==> src/rtl/key_watchdog.sv <==
module key_watchdog #(
  parameter int CNT_W = 12,
  parameter int KEY_W = 16,
  parameter int PR_W = 3,
  parameter int PR_MAX = 6,
  parameter logic [KEY_W-1:0] KEY_UNLOCK = 16'h5555,
  parameter logic [KEY_W-1:0] KEY_FEED = 16'hAAAA,
  parameter logic [KEY_W-1:0] KEY_START = 16'hCCCC
) (
  input  logic             clk,
  input  logic             por_n,
  input  logic             sys_rst_n,
  input  logic             wr_en,
  input  logic [1:0]       wr_addr,
  input  logic [KEY_W-1:0] wr_data,
  output logic             rst_req,
  output logic             wdg_flag,
  output logic             running,
  output logic             unlocked,
  output logic [CNT_W-1:0] count,
  output logic [PR_W-1:0]  cfg_div,
  output logic [CNT_W-1:0] cfg_reload
);
  localparam int PRE_W = PR_MAX + 2;

  logic             rst_all;
  logic [PRE_W-1:0] pre_q;
  logic [PR_W-1:0]  pr_eff;
  logic [PRE_W-1:0] div_m1;
  logic             key_wr, is_feed, is_start, do_load, tick, timeout, clr_flag;

  assign rst_all  = por_n & sys_rst_n;
  assign key_wr   = wr_en && wr_addr == 2'd0;
  assign is_feed  = key_wr && wr_data == KEY_FEED;
  assign is_start = key_wr && wr_data == KEY_START;
  assign do_load  = is_feed || (is_start && !running);
  assign pr_eff   = (cfg_div > PR_W'(PR_MAX)) ? PR_W'(PR_MAX) : cfg_div;
  assign div_m1   = PRE_W'((32'd4 << pr_eff) - 32'd1);
  assign tick     = running && !do_load && pre_q == div_m1;
  assign timeout  = tick && count == '0;
  assign clr_flag = wr_en && wr_addr == 2'd3 && wr_data[0];

  always_ff @(posedge clk or negedge rst_all) begin
    if (!rst_all) begin
      unlocked   <= 1'b0;
      cfg_div    <= '0;
      cfg_reload <= '1;
    end else begin
      if (key_wr) begin
        if (wr_data == KEY_UNLOCK) unlocked <= 1'b1;
        else if (wr_data != KEY_FEED && wr_data != KEY_START) unlocked <= 1'b0;
      end
      if (wr_en && unlocked && wr_addr == 2'd1) cfg_div <= wr_data[PR_W-1:0];
      if (wr_en && unlocked && wr_addr == 2'd2) cfg_reload <= wr_data[CNT_W-1:0];
    end
  end

  always_ff @(posedge clk or negedge rst_all) begin
    if (!rst_all) begin
      running <= 1'b0;
      count   <= '1;
      pre_q   <= '0;
      rst_req <= 1'b0;
    end else begin
      rst_req <= timeout;
      if (is_start) running <= 1'b1;
      if (do_load) begin
        count <= cfg_reload;
        pre_q <= '0;
      end else if (running) begin
        if (tick) begin
          pre_q <= '0;
          count <= (count == '0) ? cfg_reload : count - 1'b1;
        end else begin
          pre_q <= pre_q + 1'b1;
        end
      end
    end
  end

  always_ff @(posedge clk or negedge por_n) begin
    if (!por_n) wdg_flag <= 1'b0;
    else if (timeout) wdg_flag <= 1'b1;
    else if (clr_flag) wdg_flag <= 1'b0;
  end

  assert_locked_div_R2: assert property (@(posedge clk) disable iff (!rst_all)
    (wr_en && wr_addr == 2'd1 && !unlocked) |=> $stable(cfg_div));
  assert_locked_reload_R2: assert property (@(posedge clk) disable iff (!rst_all)
    (wr_en && wr_addr == 2'd2 && !unlocked) |=> $stable(cfg_reload));
  assert_feed_load_R4: assert property (@(posedge clk) disable iff (!rst_all)
    (wr_en && wr_addr == 2'd0 && wr_data == KEY_FEED) |=> count == $past(cfg_reload));
  assert_single_pulse_R6: assert property (@(posedge clk) disable iff (!rst_all)
    rst_req |=> !rst_req);
  assert_pulse_running_R6: assert property (@(posedge clk) disable iff (!rst_all)
    rst_req |-> running);
  assert_no_stop_R7: assert property (@(posedge clk) disable iff (!rst_all)
    running |=> running);
  assert_flag_set_R8: assert property (@(posedge clk) disable iff (!por_n)
    rst_req |-> wdg_flag);
  assert_stopped_quiet_R9: assert property (@(posedge clk) disable iff (!rst_all)
    !running |=> !rst_req);
endmodule

==> config.mk <==
export PLATFORM = sky130hd
export DESIGN_NAME = key_watchdog
export DESIGN_NICKNAME = d
export VERILOG_FILES = /design/src/rtl/key_watchdog.sv
export SDC_FILE = /design/constraint.sdc
export NUM_CORES = 1
export LEC_CHECK = 0
export BUFFER_PORTS_ARGS = -buffer_cell sky130_fd_sc_hd__clkbuf_2
export CAP_MARGIN = 40
export CORE_MARGIN = 4
export CORE_UTILIZATION = 30
export DETAILED_ROUTE_END_ITERATION = 8
export MAX_ROUTING_LAYER = met4
export SYNTH_ARGS = -nofsm -noshare
export SYNTH_HDL_FRONTEND = slang
export SYNTH_SLANG_ARGS = --single-unit
export TNS_END_PERCENT = 50
==> constraint.sdc <==
create_clock -name clk -period 5.9 [get_ports clk]
set_clock_uncertainty 0.1 [all_clocks]
set_input_delay 0.295 -clock clk [delete_from_list [all_inputs] [get_ports clk]]
set_output_delay 0.295 -clock clk [all_outputs]
set_load 0.01 [all_outputs]
Yosys cells after proc, flatten, opt, wreduce, memory -nomap -nowiden
Index checks and enable logic that the tools add are counted.
{ "totals": {"output_inout_bits": 31, "reg_bits": 39, "inputBits": 22, "wordCells": 59} }
{ "classes": {"mux": 12, "reduce_logical": 24, "eq_ne": 9, "bitwise": 1, "order_cmp": 1, "n_addsub": 3, "n_shift": 1} }
{ "ops": {"columns": ["operator", "n"], "rows": [
  ["12-bit two-way mux", 4],
  ["16-bit equality test, second input constant", 2],
  ["16-bit inequality test, second input constant", 2],
  ["8-bit two-way mux", 3],
  ["16-bit by 15-bit equality test with 1-bit output, second input constant", 1],
  ["1-bit logical AND", 13],
  ["12-bit logical NOT", 1],
  ["12-bit by 1-bit subtractor with 12-bit output, second input constant", 1],
  ["8-bit by 1-bit adder with 8-bit output, second input constant", 1],
  ["8-bit equality test", 1],
  ["2-bit nonzero test", 4],
  ["3-bit by 3-bit << shifter with 8-bit output, first input constant", 1],
  ["8-bit by 1-bit subtractor with 8-bit output, second input constant", 1],
  ["2-bit equality test, second input constant", 2],
  ["1-bit two-way mux", 4],
  ["2-bit AND reduction", 2],
  ["3-bit > comparator, second input constant", 1],
  ["3-bit two-way mux", 1],
  ["2-bit by 1-bit equality test with 1-bit output, second input constant", 1],
  ["1-bit logical NOT", 2],
  ["2-bit logical NOT", 1],
  ["1-bit AND", 1],
  ["1-bit logical OR", 1]
]} }

Depth between registers and ports, before layout
{ "depth": {"ltp_word": 11, "depth_mapped": 9, "depth_no_buf": 8} }

Worst setup path after synthesis
Ideal clock, no wire load.
{ "synth_path": {"path_type": "reg-to-reg", "startpoint": "reg count[0]", "endpoint": "reg count[10]", "path_slack_ns": 3.679, "arrival_time_ns": 2.046, "required_time_ns": 5.725, "path_stages_with_launch": 8, "n_path_buf": 0, "setup_time_ns": 0.075, "synth_period_minus_slack_ns": 2.221, "path_cell_list": "dfstp_2 > inv_1 > ha_1 > or4b_1 > or4_1 > nor3_1 > o21a_1 > a2bb2oi_1"} }
{ "synth_between": {"elab_chain_len": 5, "elab_cells_between_ends": 6, "cone_classes": "add/sub (1); mux (4); reduce/logical (1)"} }
{ "synth_rtl": {"columns": ["item", "line_no", "text"], "rows": [
  ["from (decl)", "20", "output logic [CNT_W-1:0] count,"],
  ["from (signal assigned)", "68", "count <= cfg_reload;"],
  ["from (signal assigned)", "73", "count <= (count == '0) ? cfg_reload : count - 1'b1;"],
  ["12-bit by 1-bit subtractor with 12-bit output / 12-bit logical NOT (equally long branches)", "73", null],
  ["12-bit two-way mux *", "73", null],
  ["12-bit two-way mux *", "71", "if (tick) begin"],
  ["12-bit two-way mux *", "70", "end else if (running) begin"],
  ["12-bit two-way mux *", "67", "if (do_load) begin"]
]} }
Mark *: on every way between the ends. The rest lies on a longest branch, timed or not. The select of a mux whose other input is x is not followed.
A chain may end at the register's enable or synchronous reset.

Final worst setup path
Same ends and word-level chain as after synthesis.

==> metrics.txt <==
most instantiated library cell after synthesis=dfstp_2; EDFF count, synth=0; Initial Utilization=0.315; register area=0.00101 sq mm; clock root buffer=clkbuf_8; number of CTS-inserted buffers=5; yosys warns=0; maximum VDD drop=0.144 mV; worst skew pair latency=0.29 ns; area of the multi-input gates=0.00120 sq mm; power per cell area=172 mW/mm^2; area of the mapped netlist=0.00232 sq mm; required time worst endpoint=6.02 ns; # setup viols final=0; first-pass GRT wire length=9.66 mm; Relative slew margins=0.504; Tcrit/Tclk final=0.417; worst hold slack=0.0561 ns; Netlist cell types=58; internal reg-to-reg setup slack=3.44 ns; # port buffers=52; die width=96.0 microns; startpoint type of the worst setup path=flop; Layout fillers=765; Synth area leaders=dfstp_2, dfrtp_1, mux2_2; vias per inst=5.16; Mapped Cells=220; CP Data Arrival Time=2.58 ns; DR pass1 iterations=4; Total Wirelength=5.84 mm; CTS tree=yes; GR Overflow Total=0; prevailing post-synth register cell=dfstp_2; Max-Cap Viols=0; fin nets=296; Hold-fix buffers, CTS=1; Worst Setup Path Type=flop to flop; dpl hpwl=4.42 mm; status=finished clean; Fin. Hold Viols=0; antenna-violating nets left=0; num ports=53; RePlAce Congestion=0.834; clock-pin slew on the worst setup and hold paths=0.08 ns; Inserted Diodes=0; First DRT Iteration DRCs=85; # rows=31; area delta synth->final=18.2%; setup TNS=0 ns; Vias=1914; Sinks on Clock Net=39; flop and latch count out of synthesis=39; Global Route Usage Sum=0.140; layout cell share with drive strength beyond 1=0.426; DRC Markers=0; initial antenna violation count=0; Yosys top cell area share=0.272; Die H=96.0 microns; Pins Over Slew Limit=0; Syn Nets=245; per-cell routed wire length=15.7 microns; Avg Inst Size Synth=10.6 sq um; core area=0.00737 sq mm; Async S/R FF share, synth=1.00; postcts setup bufs=0; Clock Path Buffers=2; Final min period=2.46 ns; unrepaired setup endpoints after global routing=false; Post-synth top cells=dfstp_2, o21ai_0, dfrtp_1, mux2_2, nor2_1; vias in the first global route=1884; largest net degree at the start of global routing=39; crit path capture type=flop; CTS resizes=0; static leakage=1.29 nW; Max Fclk=406 MHz; H-tree Lvls=2; Die ar.=0.00921 sq mm; Worst Hold Class=primary input to asynchronous set/reset pin; register area share after synthesis=0.433; Power Total=0.000471 W; Least-Margin Pin Slew=0.740 ns; cell taking the most area after synthesis=dfstp_2; CP max FO=6
## per-stage QoR
stage | worst slack, ns | instances | instance area (sq um) | utilization
after floorplan | 3.68 | 220 | 2320 | -
after global placement | 3.27 | 361 | 2630 | 0.357
after detailed placement | 3.46 | 362 | 2650 | 0.359
after CTS | 3.43 | 371 | 2750 | 0.372
after global routing | 3.25 | 371 | 2750 | 0.372
final | 3.44 | 371 | 2750 | 0.372
## critical path: stages (launching register included)
cell and delay (ns):
dfstp_2 0.40, inv_1 0.13, ha_1 0.28, or4b_1 0.48, or4_1 0.47, nor3_1 0.23, o21a_1 0.15, a2bb2oi_1 0.16
## metal layers
layer,vias to the layer above,share of wire,GRT usage
met5,-,0,-
met4,0,0.0098,0.0391
met3,5,0.041,0.0258
met2,48,0.43,0.197
met1,935,0.52,0.205
li1,926,-,-
## flip-flops by register name, indices dropped and copies added, names as in the netlist
signal      cells
cfg_reload     12
count          12
pre_q           8
cfg_div         3
rst_req         1
running         1
unlocked        1
wdg_flag        1
## layout make-up
class,instances,area share
inverter,8,0.0109
sequential,39,0.366
multi-input combinational,162,0.439
tap,99,0.0451
clock inverter,3,0.00684
timing repair buffer,55,0.107
clock buffer,5,0.0251
## placed cells by master (no fill, tap or decap), drive strengths merged, types with 8 or more instances in the layout
cell type  count
inv            9
dfrtp         15
nor2          14
nand2         12
clkbuf        57
mux2          15
dfstp         24
o21ai         20
nand3          8
## report_power, final
group / internal, W / total (W) / switching [W]
Clock: 0.0000826 / 0.000180 / 0.0000975
Sequential: 0.000268 / 0.000269 / 0.000000282
Combinational: 0.00000951 / 0.0000223 / 0.0000128
## final timing paths
| path | startpoint | to | depth (start not counted) |
|---|---|---|---|
| setup reg to reg | count[0] | count[10] | 7 |
| hold reg to reg | wdg_flag | wdg_flag | 1 |
| min in group clk | wr_data[7] | cfg_reload[7] | 2 |
| setup / recovery | count[0] | count[10] | 7 |
| max in group asynchronous | por_n | count[7] | 4 |
| hold / removal | sys_rst_n | pre_q[6] | 3 |
## kinds of logic after synthesis
family	after synthesis	synth area share
AOI/OAI and AO/OA	56	0.176
xor gates and xnor gates	7	0.0264
adders and majority gates	3	0.0162
buffers and inverters	19	0.0480
DFF	39	0.433
muxes	18	0.0857
and+or+nand+nor	78	0.215
Note: power is estimated with default switching activity, not from simulation.
